<file path="src/rtl/loop_pkg.sv">
package loop_pkg;

    // Side codes; the opposite side is the code with bit 1 flipped.
    typedef enum logic [1:0] {
        DIR_N = 2'd0,
        DIR_E = 2'd1,
        DIR_S = 2'd2,
        DIR_W = 2'd3
    } side_e;

    typedef enum logic [1:0] {
        ST_IDLE = 2'd0,
        ST_POP  = 2'd1,
        ST_SCAN = 2'd2,
        ST_DONE = 2'd3
    } grow_st_e;

    function automatic logic [1:0] side_back(input logic [1:0] s);
        return s ^ 2'd2;
    endfunction

endpackage

</file>
<file path="src/rtl/loop_step.sv">
module loop_step
    import loop_pkg::*;
#(
    parameter int COLS = 4,
    parameter int ROWS = 4,
    localparam int XW = (COLS > 1) ? $clog2(COLS) : 1,
    localparam int YW = (ROWS > 1) ? $clog2(ROWS) : 1
) (
    input  logic [YW-1:0] row_i,
    input  logic [XW-1:0] col_i,
    input  logic [1:0]    side_i,
    output logic          ok_o,
    output logic [YW-1:0] row_o,
    output logic [XW-1:0] col_o
);

    always_comb begin
        ok_o  = 1'b0;
        row_o = row_i;
        col_o = col_i;
        unique case (side_i)
            DIR_N: begin
                ok_o  = (row_i != '0);
                row_o = row_i - 1'b1;
            end
            DIR_E: begin
                ok_o  = (int'(col_i) < COLS - 1);
                col_o = col_i + 1'b1;
            end
            DIR_S: begin
                ok_o  = (int'(row_i) < ROWS - 1);
                row_o = row_i + 1'b1;
            end
            default: begin
                ok_o  = (col_i != '0);
                col_o = col_i - 1'b1;
            end
        endcase
    end

endmodule

</file>
<file path="src/rtl/frontier_fifo.sv">
module frontier_fifo #(
    parameter int DEPTH = 16,
    parameter int DW    = 4,
    localparam int PW = (DEPTH > 1) ? $clog2(DEPTH) : 1,
    localparam int NW = $clog2(DEPTH + 1)
) (
    input  logic          clk_i,
    input  logic          rst_ni,
    input  logic          clear_i,
    input  logic          push_i,
    input  logic [DW-1:0] data_i,
    input  logic          pop_i,
    output logic [DW-1:0] head_o,
    output logic          empty_o
);

    typedef struct packed {
        logic [PW-1:0] rd;
        logic [PW-1:0] wr;
        logic [NW-1:0] n;
    } ptr_t;

    ptr_t ptr_d, ptr_q, base;
    logic [DW-1:0] mem_q [DEPTH];

    function automatic logic [PW-1:0] step(input logic [PW-1:0] p);
        return (int'(p) == DEPTH - 1) ? '0 : p + 1'b1;
    endfunction

    always_comb begin
        base  = clear_i ? '0 : ptr_q;
        ptr_d = base;
        if (pop_i && !clear_i) begin
            ptr_d.rd = step(base.rd);
        end
        if (push_i) begin
            ptr_d.wr = step(base.wr);
        end
        ptr_d.n = base.n + NW'(push_i) - NW'(pop_i && !clear_i);
    end

    always_ff @(posedge clk_i or negedge rst_ni) begin
        if (!rst_ni) begin
            ptr_q <= '0;
        end else begin
            ptr_q <= ptr_d;
        end
    end

    always_ff @(posedge clk_i) begin
        if (push_i) begin
            mem_q[base.wr] <= data_i;
        end
    end

    assign head_o  = mem_q[ptr_q.rd];
    assign empty_o = (ptr_q.n == '0);

    // every good cluster cell is queued exactly once, so the queue never overflows
    assert_no_overflow_R3: assert property (@(posedge clk_i) disable iff (!rst_ni)
        (push_i && !clear_i && !(pop_i)) |-> (int'(ptr_q.n) < DEPTH));

    // the controller pops only when the frontier holds a cell
    assert_no_underflow_R3: assert property (@(posedge clk_i) disable iff (!rst_ni)
        (pop_i && !clear_i) |-> (ptr_q.n != '0));

endmodule

</file>
<file path="src/rtl/loop_grow_ctrl.sv">
module loop_grow_ctrl
    import loop_pkg::*;
#(
    parameter int COLS = 4,
    parameter int ROWS = 4,
    localparam int CELLS = COLS * ROWS,
    localparam int IW = (CELLS > 1) ? $clog2(CELLS) : 1,
    localparam int CW = $clog2(CELLS + 1),
    localparam int XW = (COLS > 1) ? $clog2(COLS) : 1,
    localparam int YW = (ROWS > 1) ? $clog2(ROWS) : 1
) (
    input  logic               clk_i,
    input  logic               rst_ni,
    input  logic               start_i,
    input  logic [CELLS-1:0]   good_i,
    input  logic [XW-1:0]      seed_col_i,
    input  logic [YW-1:0]      seed_row_i,
    output logic [4*CELLS-1:0] mux_sel_o,
    output logic [CW-1:0]      count_o,
    output logic               done_o,
    output logic               busy_o
);

    typedef struct packed {
        grow_st_e                st;
        logic [YW-1:0]           cur_row;
        logic [XW-1:0]           cur_col;
        logic [1:0]              side;
        logic [CELLS-1:0]        visited;
        logic [CELLS-1:0][3:0]   links;
        logic [CW-1:0]           count;
        logic                    done;
    } ctrl_t;

    ctrl_t s_d, s_q;

    logic              q_clear, q_push, q_pop, q_empty;
    logic [YW+XW-1:0]  q_wdata, q_head;
    logic              nb_ok;
    logic [YW-1:0]     nb_row;
    logic [XW-1:0]     nb_col;
    logic [IW-1:0]     cur_idx, nb_idx, seed_idx;
    logic              seed_in, seed_ok;

    function automatic logic [IW-1:0] cell_of(input logic [YW-1:0] r, input logic [XW-1:0] c);
        return IW'(r) * IW'(COLS) + IW'(c);
    endfunction

    loop_step #(.COLS(COLS), .ROWS(ROWS)) i_step (
        .row_i  (s_q.cur_row),
        .col_i  (s_q.cur_col),
        .side_i (s_q.side),
        .ok_o   (nb_ok),
        .row_o  (nb_row),
        .col_o  (nb_col)
    );

    frontier_fifo #(.DEPTH(CELLS), .DW(YW + XW)) i_frontier (
        .clk_i   (clk_i),
        .rst_ni  (rst_ni),
        .clear_i (q_clear),
        .push_i  (q_push),
        .data_i  (q_wdata),
        .pop_i   (q_pop),
        .head_o  (q_head),
        .empty_o (q_empty)
    );

    assign cur_idx  = cell_of(s_q.cur_row, s_q.cur_col);
    assign nb_idx   = cell_of(nb_row, nb_col);
    assign seed_in  = (int'(seed_col_i) < COLS) && (int'(seed_row_i) < ROWS);
    assign seed_idx = seed_in ? cell_of(seed_row_i, seed_col_i) : '0;
    assign seed_ok  = seed_in && good_i[seed_idx];

    always_comb begin
        s_d     = s_q;
        q_clear = 1'b0;
        q_push  = 1'b0;
        q_pop   = 1'b0;
        q_wdata = {nb_row, nb_col};
        unique case (s_q.st)
            ST_IDLE, ST_DONE: begin
                if (start_i) begin
                    s_d.links   = '0;
                    s_d.visited = '0;
                    s_d.count   = '0;
                    s_d.done    = 1'b0;
                    q_clear     = 1'b1;
                    if (seed_ok) begin
                        s_d.visited[seed_idx] = 1'b1;
                        s_d.count             = CW'(1);
                        q_push                = 1'b1;
                        q_wdata               = {seed_row_i, seed_col_i};
                        s_d.st                = ST_POP;
                    end else begin
                        s_d.done = 1'b1;
                        s_d.st   = ST_DONE;
                    end
                end
            end
            ST_POP: begin
                if (q_empty) begin
                    s_d.done = 1'b1;
                    s_d.st   = ST_DONE;
                end else begin
                    q_pop       = 1'b1;
                    s_d.cur_row = q_head[YW+XW-1:XW];
                    s_d.cur_col = q_head[XW-1:0];
                    s_d.side    = DIR_N;
                    s_d.st      = ST_SCAN;
                end
            end
            default: begin
                if (nb_ok && good_i[nb_idx] && !s_q.visited[nb_idx]) begin
                    s_d.visited[nb_idx]                   = 1'b1;
                    s_d.links[cur_idx][s_q.side]          = 1'b1;
                    s_d.links[nb_idx][side_back(s_q.side)] = 1'b1;
                    s_d.count                             = s_q.count + 1'b1;
                    q_push                                = 1'b1;
                end
                s_d.side = s_q.side + 1'b1;
                if (s_q.side == DIR_W) begin
                    s_d.st = ST_POP;
                end
            end
        endcase
    end

    always_ff @(posedge clk_i or negedge rst_ni) begin
        if (!rst_ni) begin
            s_q    <= '0;
            s_q.st <= ST_IDLE;
        end else begin
            s_q <= s_d;
        end
    end

    assign mux_sel_o = s_q.links;
    assign count_o   = s_q.count;
    assign done_o    = s_q.done;
    assign busy_o    = (s_q.st == ST_POP) || (s_q.st == ST_SCAN);

    // a faulty or off-grid seed finishes at once with an empty ring
    assert_bad_seed_R2: assert property (@(posedge clk_i) disable iff (!rst_ni)
        (start_i && !busy_o && !seed_ok) |=> (done_o && count_o == '0 && mux_sel_o == '0));

    // a finished tree of c cells carries exactly c-1 links, two bits each
    assert_tree_R6: assert property (@(posedge clk_i) disable iff (!rst_ni)
        (done_o && count_o != '0) |-> ($countones(mux_sel_o) == 2 * (int'(count_o) - 1)));

    // results hold until the next start
    assert_hold_R9: assert property (@(posedge clk_i) disable iff (!rst_ni)
        (done_o && !start_i) |=> (done_o && $stable(mux_sel_o) && $stable(count_o)));

    for (genvar i = 0; i < CELLS; i++) begin : g_cell
        localparam int R = i / COLS;
        localparam int C = i % COLS;

        // no link leaves the grid
        assert_edge_R7: assert property (@(posedge clk_i) disable iff (!rst_ni)
            !((R == 0 && mux_sel_o[4*i+0]) || (C == COLS - 1 && mux_sel_o[4*i+1]) ||
              (R == ROWS - 1 && mux_sel_o[4*i+2]) || (C == 0 && mux_sel_o[4*i+3])));

        // while growing, only good cells carry links
        assert_good_only_R4: assert property (@(posedge clk_i) disable iff (!rst_ni)
            busy_o |-> (mux_sel_o[4*i+3 -: 4] == 4'b0 || good_i[i]));

        if (C < COLS - 1) begin : g_east
            // east bit pairs with the neighbour's west bit
            assert_pair_ew_R5: assert property (@(posedge clk_i) disable iff (!rst_ni)
                mux_sel_o[4*i+1] == mux_sel_o[4*(i+1)+3]);
        end
        if (R < ROWS - 1) begin : g_south
            // south bit pairs with the neighbour's north bit
            assert_pair_ns_R5: assert property (@(posedge clk_i) disable iff (!rst_ni)
                mux_sel_o[4*i+2] == mux_sel_o[4*(i+COLS)+0]);
        end
    end

endmodule

</file>
<file path="config.mk">
export PLATFORM = sky130hd
export DESIGN_NAME = loop_grow_ctrl
export DESIGN_NICKNAME = d
export VERILOG_FILES = /design/src/rtl/loop_pkg.sv /design/src/rtl/loop_step.sv /design/src/rtl/frontier_fifo.sv /design/src/rtl/loop_grow_ctrl.sv
export SDC_FILE = /design/constraint.sdc
export NUM_CORES = 1
export LEC_CHECK = 0
export BUFFER_PORTS_ARGS = -buffer_cell sky130_fd_sc_hd__buf_2
export CAP_MARGIN = 20
export CORE_UTILIZATION = 54
export DETAILED_ROUTE_END_ITERATION = 10
export PLACE_DENSITY = 0.77
export SLEW_MARGIN = 20
export SYNTH_ARGS = -nofsm -noshare
export SYNTH_HDL_FRONTEND = slang
export SYNTH_SLANG_ARGS = --single-unit
</file>
<file path="constraint.sdc">
create_clock -name clk_i -period 3.85 [get_ports clk_i]
set_input_delay 0.77 -clock clk_i [delete_from_list [all_inputs] [get_ports clk_i]]
set_output_delay 0.77 -clock clk_i [all_outputs]
set_load 0.05 [all_outputs]
</file>
==> results of run 1 <==
[sequential cells by signal, indices dropped and copies added, names as in the netlist]
| signal | cells |
|---|---|
| done_o | 1 |
| mux_sel_o | 64 |
| i_frontier.ptr_q | 13 |
| i_frontier.mem_q | 64 |
| s_q | 24 |
| count_o | 5 |
[stage by stage]
step | TNS, ns | setup slack, ns | cell area, µm² | std cells | util (%)
after floorplan | 0 | 0.140 | 9270 | 863 | -
after global placement | 0 | 0.140 | 9620 | 1099 | 57.8
after detailed placement | 0 | 0.0873 | 9620 | 1099 | 57.8
after CTS | 0 | 0.0658 | 10200 | 1131 | 61.3
after global routing | -0.0394 | -0.0394 | 10300 | 1134 | 61.7
final | 0 | 0.106 | 10300 | 1134 | 61.7
[final timing paths]
path,depth (start not counted),slack [ns],to,from
min reg2reg,2,0.48,mux_sel_o[7]$_DFFE_PN0P_,mux_sel_o[7]$_DFFE_PN0P_
max in group asynchronous,2,2.63,mux_sel_o[11]$_DFFE_PN0P_,rst_ni
min in group clk_i,2,0.48,mux_sel_o[7]$_DFFE_PN0P_,mux_sel_o[7]$_DFFE_PN0P_
min,1,0.38,mux_sel_o[14]$_DFFE_PN0P_,rst_ni
max,20,0.11,i_frontier.ptr_q[4]$_DFF_PN0_,s_q[86]$_DFFE_PN0P_
max reg2reg,20,0.11,i_frontier.ptr_q[4]$_DFF_PN0_,s_q[86]$_DFFE_PN0P_
[cells by family (layout without fill, tap and decap cells)]
kind of cell | after synthesis | after routing
xor+xnor | 14 | 14
compound gates | 212 | 212
simple gates | 265 | 265
fa+ha+maj | 18 | 18
mux | 34 | 34
flops | 171 | 171
buf+inv | 149 | 200
[layer usage]
metal | global-route usage [%] | vias to the layer above | part of all wire, %
li1 | - | 3165 | -
met1 | 35.1 | 3449 | 38
met2 | 45.0 | 360 | 50
met3 | 5.75 | 69 | 8.0
met4 | 12.2 | 0 | 3.7
met5 | 0 | - | 0
[area by class of cell]
type                            instances  area (µm²)  area share [%]
Tap cell                              220         275            2.68
Inverter                               20        75.1           0.731
Timing Repair Buffer                  148         881            8.58
Clock buffer                           17         425            4.14
Clock inverter                         15         159            1.55
Multi-Input combinational cell        543        3850            37.5
Sequential cell                       171        4600            44.8
[cell usage in the layout (no fill, tap or decap), types with 5 or more instances in the layout]
master / instances
o31ai_2: 5
xnor2_1: 7
xor2_1: 5
buf_2: 92
dfrtp_1: 107
o21ai_0: 39
a32oi_1: 13
mux4_2: 26
nor2b_1: 8
nand3_1: 12
and3_1: 7
a21oi_1: 36
nor2_1: 38
nor4b_1: 5
and2_1: 16
buf_4: 56
nor3_1: 16
o21ai_1: 31
edfxtp_1: 64
inv_1: 20
mux2_2: 7
nor4_1: 19
nand2_1: 102
o31ai_1: 6
a22oi_1: 41
a31oi_1: 5
ha_1: 17
clkbuf_16: 17
a211oi_2: 6
a2bb2oi_1: 5
nand2b_1: 17
[timing repair]
action                                  CTS  global route
setup buffers                             0             3
endpoints found under the setup margin    0             1
resized for setup                         0             5
hold buffers                              0             0
hold endpoints to repair                  0             0
==> out/metrics.yaml, run 1 <==
outcome:
  status: "completed"
floorplan:
  rows: 47
  initial_core_util_pct: 55.7
  io_pins: 94
  die_x_um: 133
  fp.dieH_um: 133
  die_area_um2: 17700
  design.core.area_um2: 16600
global_routing:
  first_global_vias: 6815
  grt_antenna_before_repair: 0
  grt_max_degree: 71
  grt_overflow: 0
  track_usage_pct: 27.4
  grt_pass1_wl_mm: 36.9
cells_and_area:
  fill_cells: 1334
  layout-drive-gt1-share_pct: 25.9
  area_delta_synth_final_pct: 10.8
  nets: 942
  diodes: 0
run:
  drv_cap: 0
drt:
  ant_nets: 0
  vias: 7043
  drt-initial-drc-count: 726
  routed_wl_mm: 23.3
  viasPerCell: 6.21
  routedWlPerCell_um: 20.5
  drc: 0
  firstDrtPassIters: 5
clocking:
  cts.clk_slew.worst_paths_ns: 0.07
  cts_max_level: 4
  cts_made_buffers: 17
  cts_sinks: 171
  clk_latency_ns: 0.44
  cts_buffer_depth: 2
  cts_tree: "done"
  clock_tree.root_cell: "clkbuf_16"
worst_setup_path:
  cp_slowest_cell: "dfrtp_1"
  crit_fanout: 25
  path_cells: "inv_1 -> ha_1 -> buf_4 -> buf_4 -> nor2b_1 -> a221oi_2 -> o21bai_1 -> o2111ai_4 -> nand3_4 -> nor2_2 -> a21oi_1 -> ha_1 -> inv_1 -> ha_1 -> inv_1 -> fa_1 -> inv_1 -> a21o_1 -> a21oi_1 -> xnor2_1"
  critPathLaunchType: "flip-flop"
  critPathRequiredTime_ns: 4.17
  crit_type: "reg -> reg"
  cp.arrival_ns: 4.07
  slowest_delay_ns: 0.39
  path_buf_inv: 6
  cp-end-kind: "flip-flop"
  critPathMostFrequentCell: "inv_1"
  cp_top_family: "compound AO/OA/AOI/OAI gates"
logic_synthesis:
  synth_top_flop_cell: "dfrtp_1"
  synth_top_area_cell: "dfrtp_1"
  synth_top_area_share_pct: 28.9
  synth_cells: 863
  ys_async_sr_fraction_pct: 62.6
  synthSimpleGateAreaFrac_pct: 14.4
  synth-xor-area-share_pct: 1.40
  synth_nets: 904
  synth_most_common_cell: "dfrtp_1"
  synthMuxAreaShare_pct: 7.28
  yosys_register_bits: 171
  synth.top_cells.by_count: "dfrtp_1 (107), nand2_1 (103), buf_4 (70)"
  yosys_warnings: 0
  synth-adder-area-share_pct: 2.51
  synth_edf_count: 64
  netlist_area_um2: 9270
  synth_top_family_by_area: "compound AO/OA/AOI/OAI gates"
  synth_cell_type_count: 67
  synth_area_leaders: "dfrtp_1 (29%), edfxtp_1 (21%), mux4_2 (6.3%)"
  synth-compound-area-share_pct: 15.6
  synth_area_per_cell_um2: 10.7
  ys_seq_area_share_pct: 49.6
timing:
  fmax_mhz: 267
  setup_viol: 0
  period_share_pct: 97.2
  finalHoldViolCount: 0
  worst_slew_pin_slew_ns: 1.03
  skew_ns: 0.00942
  drv_slew: 0
  period_needed_ns: 3.74
  timing.hold.ws_ns: 0.382
  slew_headroom_pct: 30.7
placed_design:
  place.gp.congestion: 0.899
  hpwlAfterDp_mm: 16.3
  portBuffers: 93
min_path:
  hold_path.class: "in -> async"
Power of run 1 is left out: the tool's default activity adds up to more than one toggle a clock period on the data nets, which glitch-free logic cannot reach.
==> run 2, diff against run 1 <==
HOLD_SLACK_MARGIN = 0.1   (was default)
REMOVE_ABC_BUFFERS = 1   (was default)
==> run 2 against run 1 <==
Effect of this change: register-to-register slack gained 0.097 ns; cell count up 0.18%; wire length shrank 3.6%; clock-buffer cell count did not move; worst setup slack better by 0.097 ns; highest routed layer unchanged; non-clock buffer count grew 2; hold slack gained 0.011 ns; largest cell class unchanged; utilization grew 0.76 points.
==> out/metrics.yaml, run 2 (same netlist as run 1, synthesis figures left out) <==
floorplan:
  rows: 47
  io_pins: 94
  fp.dieH_um: 133
  die_area_um2: 17700
  initial_core_util_pct: 55.7
  die_x_um: 133
  design.core.area_um2: 16600
timing:
  slew_headroom_pct: 34.4
  worst_slew_pin_slew_ns: 0.980
  drv_slew: 0
  worst_slack_ns: 0.203
  setup_viol: 0
  skew_ns: 0.0130
  timing.hold.ws_ns: 0.393
  period_needed_ns: 3.65
  finalHoldViolCount: 0
  fmax_mhz: 274
  period_share_pct: 94.7
global_routing:
  grt_antenna_before_repair: 0
  track_usage_pct: 26.5
  grt_max_degree: 85
  first_global_vias: 6563
  grt_overflow: 0
  grt_pass1_wl_mm: 35.9
cells_and_area:
  layout-drive-gt1-share_pct: 26.5
  multi_input_area_um2: 3890
  seqCellArea_um2: 4600
  diodes: 0
  fill_cells: 1318
  final_cell_mix: "dfrtp_1 (107), nand2_1 (102), buf_2 (92)"
  area_delta_synth_final_pct: 12.2
  fin_area_um2: 10400
  nets: 944
  final_common_cell: "dfrtp_1"
drt:
  met3_length_mm: 1.86
  vias: 6988
  drt-initial-drc-count: 646
  wl_met1_mm: 9.48
  firstDrtPassIters: 5
  highest_layer: "met4"
  viasPerCell: 6.15
  routed_wl_mm: 22.4
  ant_nets: 0
  wl_met2_mm: 10.6
  drc: 0
  routedWlPerCell_um: 19.8
clocking:
  clock_tree.root_cell: "clkbuf_16"
  cts_made_buffers: 17
  cts_buffer_depth: 2
  cts_max_level: 4
  cts.clk_slew.worst_paths_ns: 0.07
  cts_tree: "done"
  clk_latency_ns: 0.43
  ctsHoldBuffers: 0
  cts_sinks: 171
placed_design:
  placed_area_um2: 9640
  hpwlAfterDp_mm: 15.5
  pre_cts_ws_ns: 0.0202
  portBuffers: 93
  place.gp.congestion: 0.954
worst_setup_path:
  slowest_delay_ns: 0.55
  r2r-end: "i_frontier.ptr_q[4]$_DFF_PN0_"
  worstReg2RegStart: "s_q[87]$_DFFE_PN0P_"
  cp-end-kind: "flip-flop"
  crit_type: "reg -> reg"
  crit_fanout: 8
  critical_path.startpoint: "s_q[87]$_DFFE_PN0P_"
  r2r_slack_ns: 0.20
  cp.arrival_ns: 3.96
  path_depth: 17
  critPathLaunchType: "flip-flop"
  endpoint: "i_frontier.ptr_q[4]$_DFF_PN0_"
  cp_slowest_cell: "mux4_2"
  reg2regPathDepth: 17
  path_buf_inv: 3
  cp_top_family: "adder cells"
  path_cells: "ha_1 -> or3_4 -> nand2_8 -> mux4_2 -> o2111ai_4 -> nand3_4 -> nor2_4 -> a21oi_1 -> ha_1 -> inv_1 -> ha_1 -> inv_1 -> fa_2 -> inv_1 -> a21o_1 -> a21oi_1 -> xnor2_1"
  critPathRequiredTime_ns: 4.16
run:
  drv_cap: 0
min_path:
  hold_path.class: "in -> async"
outcome:
  status: "completed"
-- run 2: metal layers --
layer,global-route usage [%],vias up
met3,5.59,43
met4,9.00,0
met2,40.3,350
met1,37.9,3411
met5,0,-
li1,-,3184
-- run 2: layout make-up --
type	instances	area share, %
Tap cell	220	2.65
Timing Repair Buffer	150	8.92
Clock buffer	17	4.09
Inverter	20	0.722
Multi-Input combinational cell	543	37.4
Sequential cell	171	44.2
Clock inverter	15	1.94
-- run 2: worst min-delay path by stage --
stage	start	to	slack (ns)	depth (start not counted)
finish	rst_ni	mux_sel_o[25]$_DFFE_PN0P_	0.39	1
global route	rst_ni	mux_sel_o[25]$_DFFE_PN0P_	0.46	1
global placement	mux_sel_o[21]$_DFFE_PN0P_	mux_sel_o[21]$_DFFE_PN0P_	0.46	2
detailed placement	mux_sel_o[21]$_DFFE_PN0P_	mux_sel_o[21]$_DFFE_PN0P_	0.46	2
CTS	mux_sel_o[21]$_DFFE_PN0P_	mux_sel_o[21]$_DFFE_PN0P_	0.48	2
floorplan	rst_ni	count_o[0]$_DFFE_PN0P_	0.47	0
-- run 2: stage by stage --
| step | utilization [%] | TNS (ns) | instances |
|---|---|---|---|
| after floorplan | - | -65.86 | 734 |
| after global placement | 58.0 | 0 | 1100 |
| after detailed placement | 58.0 | 0 | 1100 |
| after CTS | 61.7 | 0 | 1132 |
| after global routing | 62.5 | -0.0391 | 1136 |
| final | 62.5 | 0 | 1136 |
-- run 2: repair_timing --
item | 4_1_cts | 5_1_grt
setup endpoints to repair | 0 | 3
buffers inserted | 0 | 4
gates resized for setup | 0 | 16
Power of run 2 is left out for the same reason.
==> run 3, diff against run 2 <==
BUFFER_PORTS_ARGS = -buffer_cell sky130_fd_sc_hd__clkbuf_2   (was -buffer_cell sky130_fd_sc_hd__buf_2)
==> run 3 against run 2 <==
Effect of this change: cell area shrank 0.19%; utilization is 0.12 points lower; sequential share of layout area rose by 0.085 points; first-iteration DRC count grew 0.31%; wire length grew 0.37%; maximum frequency hardly changed; critical path depth grew 1; die area stayed put; global-route usage increased by 0.17 points; via count shrank 0.72%; critical endpoint unchanged; worst setup slack worse by 0.00095 ns; clock skew is 0.0014 ns lower.
==> out/metrics.yaml, run 3 (same netlist as run 1, synthesis figures left out) <==
placed_design:
  hpwlAfterDp_mm: 15.6
  place.gp.congestion: 0.970
  placed_area_um2: 9650
  portBuffers: 93
  dp_cells: 1101
  pre_cts_ws_ns: 0.0357
floorplan:
  io_pins: 94
  fp.dieH_um: 133
  die_x_um: 133
  initial_core_util_pct: 55.7
  design.core.area_um2: 16600
  die_area_um2: 17700
  rows: 47
min_path:
  hold_path.class: "reg -> reg"
  holdPathStages: 2
  hp-start: "mux_sel_o[63]$_DFFE_PN0P_"
drt:
  vias: 6938
  firstDrtPassIters: 5
  ant_nets: 0
  routedWlPerCell_um: 19.8
  viasPerCell: 6.10
  drc: 0
  routed_wl_mm: 22.5
  drt-initial-drc-count: 648
clocking:
  cts_tree: "done"
  cts.clk_slew.worst_paths_ns: 0.07
  clk_latency_ns: 0.44
  cts_buffer_depth: 2
  clock_tree.root_cell: "clkbuf_16"
  cts_made_buffers: 17
  cts_sinks: 171
  cts_max_level: 4
timing:
  finalHoldViolCount: 0
  slew_headroom_pct: 33.6
  worst_slew_pin_slew_ns: 0.997
  worst_slack_ns: 0.202
  skew_ns: 0.0116
  period_share_pct: 94.7
  drv_slew: 0
  setup_viol: 0
  grt_setup_unrepaired: "false"
  period_needed_ns: 3.65
  fmax_mhz: 274
worst_setup_path:
  crit_type: "reg -> reg"
  critical_path.startpoint: "s_q[87]$_DFFE_PN0P_"
  critPathLaunchType: "flip-flop"
  crit_fanout: 4
  cp.arrival_ns: 3.97
  reg2regPathDepth: 18
  critPathRequiredTime_ns: 4.17
  worstReg2RegStart: "s_q[87]$_DFFE_PN0P_"
  cp-end-kind: "flip-flop"
cells_and_area:
  layout-drive-gt1-share_pct: 27.2
  fin_area_um2: 10400
  final_common_cell: "dfrtp_1"
  final_cell_mix: "dfrtp_1 (107), nand2_1 (102), clkbuf_2 (92)"
  diodes: 0
  area_delta_synth_final_pct: 12.0
  nets: 947
  fin_cells: 1138
global_routing:
  grt_overflow: 0
  first_global_vias: 6519
  grt_max_degree: 81
  grt_antenna_before_repair: 0
  track_usage_pct: 26.7
  grt_pass1_wl_mm: 36.2
outcome:
  status: "completed"
run:
  drv_cap: 0
[run 3: cell count changes in the layout (fill, tap and decap cells not counted), moves of 2 or more]
| cell | before | now |
|---|---|---|
| clkbuf_2 | 0 | 92 |
| buf_2 | 92 | 0 |
| buf_4 | 53 | 57 |
| ha_1 | 16 | 14 |
| inv_6 | 3 | 5 |
| clkinv_4 | 2 | 0 |
| clkinv_8 | 3 | 1 |
[run 3: layout make-up]
| cell class | instances | area (µm²) |
|---|---|---|
| fillers | 1310 | 6270 |
| flip-flops and latches | 171 | 4600 |
| multi-input cells | 543 | 3900 |
| repair buffers | 153 | 946 |
| clock buffers | 17 | 425 |
| well taps | 220 | 275 |
| clock inverters | 14 | 153 |
| inverters | 20 | 75.1 |
[run 3: repair_timing]
action / 4_1_cts / 5_1_grt
gates resized for setup: 0 / 20
endpoints found under the setup margin: 0 / 3
hold buffers: 0 / 0
buffers inserted: 0 / 6
[run 3: worst paths after layout]
| kind | endpoint | slack [ns] |
|---|---|---|
| worst max register to register | i_frontier.ptr_q[4]$_DFF_PN0_ | 0.20 |
| worst max-delay path | i_frontier.ptr_q[4]$_DFF_PN0_ | 0.20 |
| max in group asynchronous | s_q[75]$_DFFE_PN0P_ | 2.52 |
| worst min register to register | mux_sel_o[63]$_DFFE_PN0P_ | 0.48 |
| worst min-delay path | mux_sel_o[63]$_DFFE_PN0P_ | 0.48 |
| min in group asynchronous | mux_sel_o[27]$_DFFE_PN0P_ | 0.50 |
[run 3: worst max-delay path, cell delays in order (launching register included)]
cell,delay (ns)
dfrtp_1,0.44
inv_2,0.07
ha_2,0.18
or3_4,0.42
nand2_8,0.09
mux4_2,0.54
o2111ai_4,0.26
nand3_4,0.11
nor2_4,0.12
a21oi_1,0.05
ha_1,0.28
inv_1,0.06
ha_2,0.17
inv_1,0.05
fa_2,0.33
inv_1,0.06
a21o_1,0.10
a21oi_1,0.07
xnor2_1,0.12
[run 3: metal layers]
layer  vias to the layer above  track usage, %  routed length, µm
met5                         -               0                  0
met4                         0            9.45                545
met3                        46            5.52               1560
met2                       324            40.0              10400
met1                      3381            38.6              10000
li1                       3187               -                  -
[run 3: stage by stage]
stage / TNS [ns] / utilization, % / hold slack (ns)
6_report: 0 / 62.3 / 0.479
3_5_place_dp: 0 / 58.0 / 0.471
2_1_floorplan: -65.86 / - / 0.474
3_3_place_gp: 0 / 58.0 / 0.463
4_1_cts: 0 / 61.5 / 0.487
5_1_grt: 0 / 62.3 / 0.498
Power of run 3 is left out for the same reason.
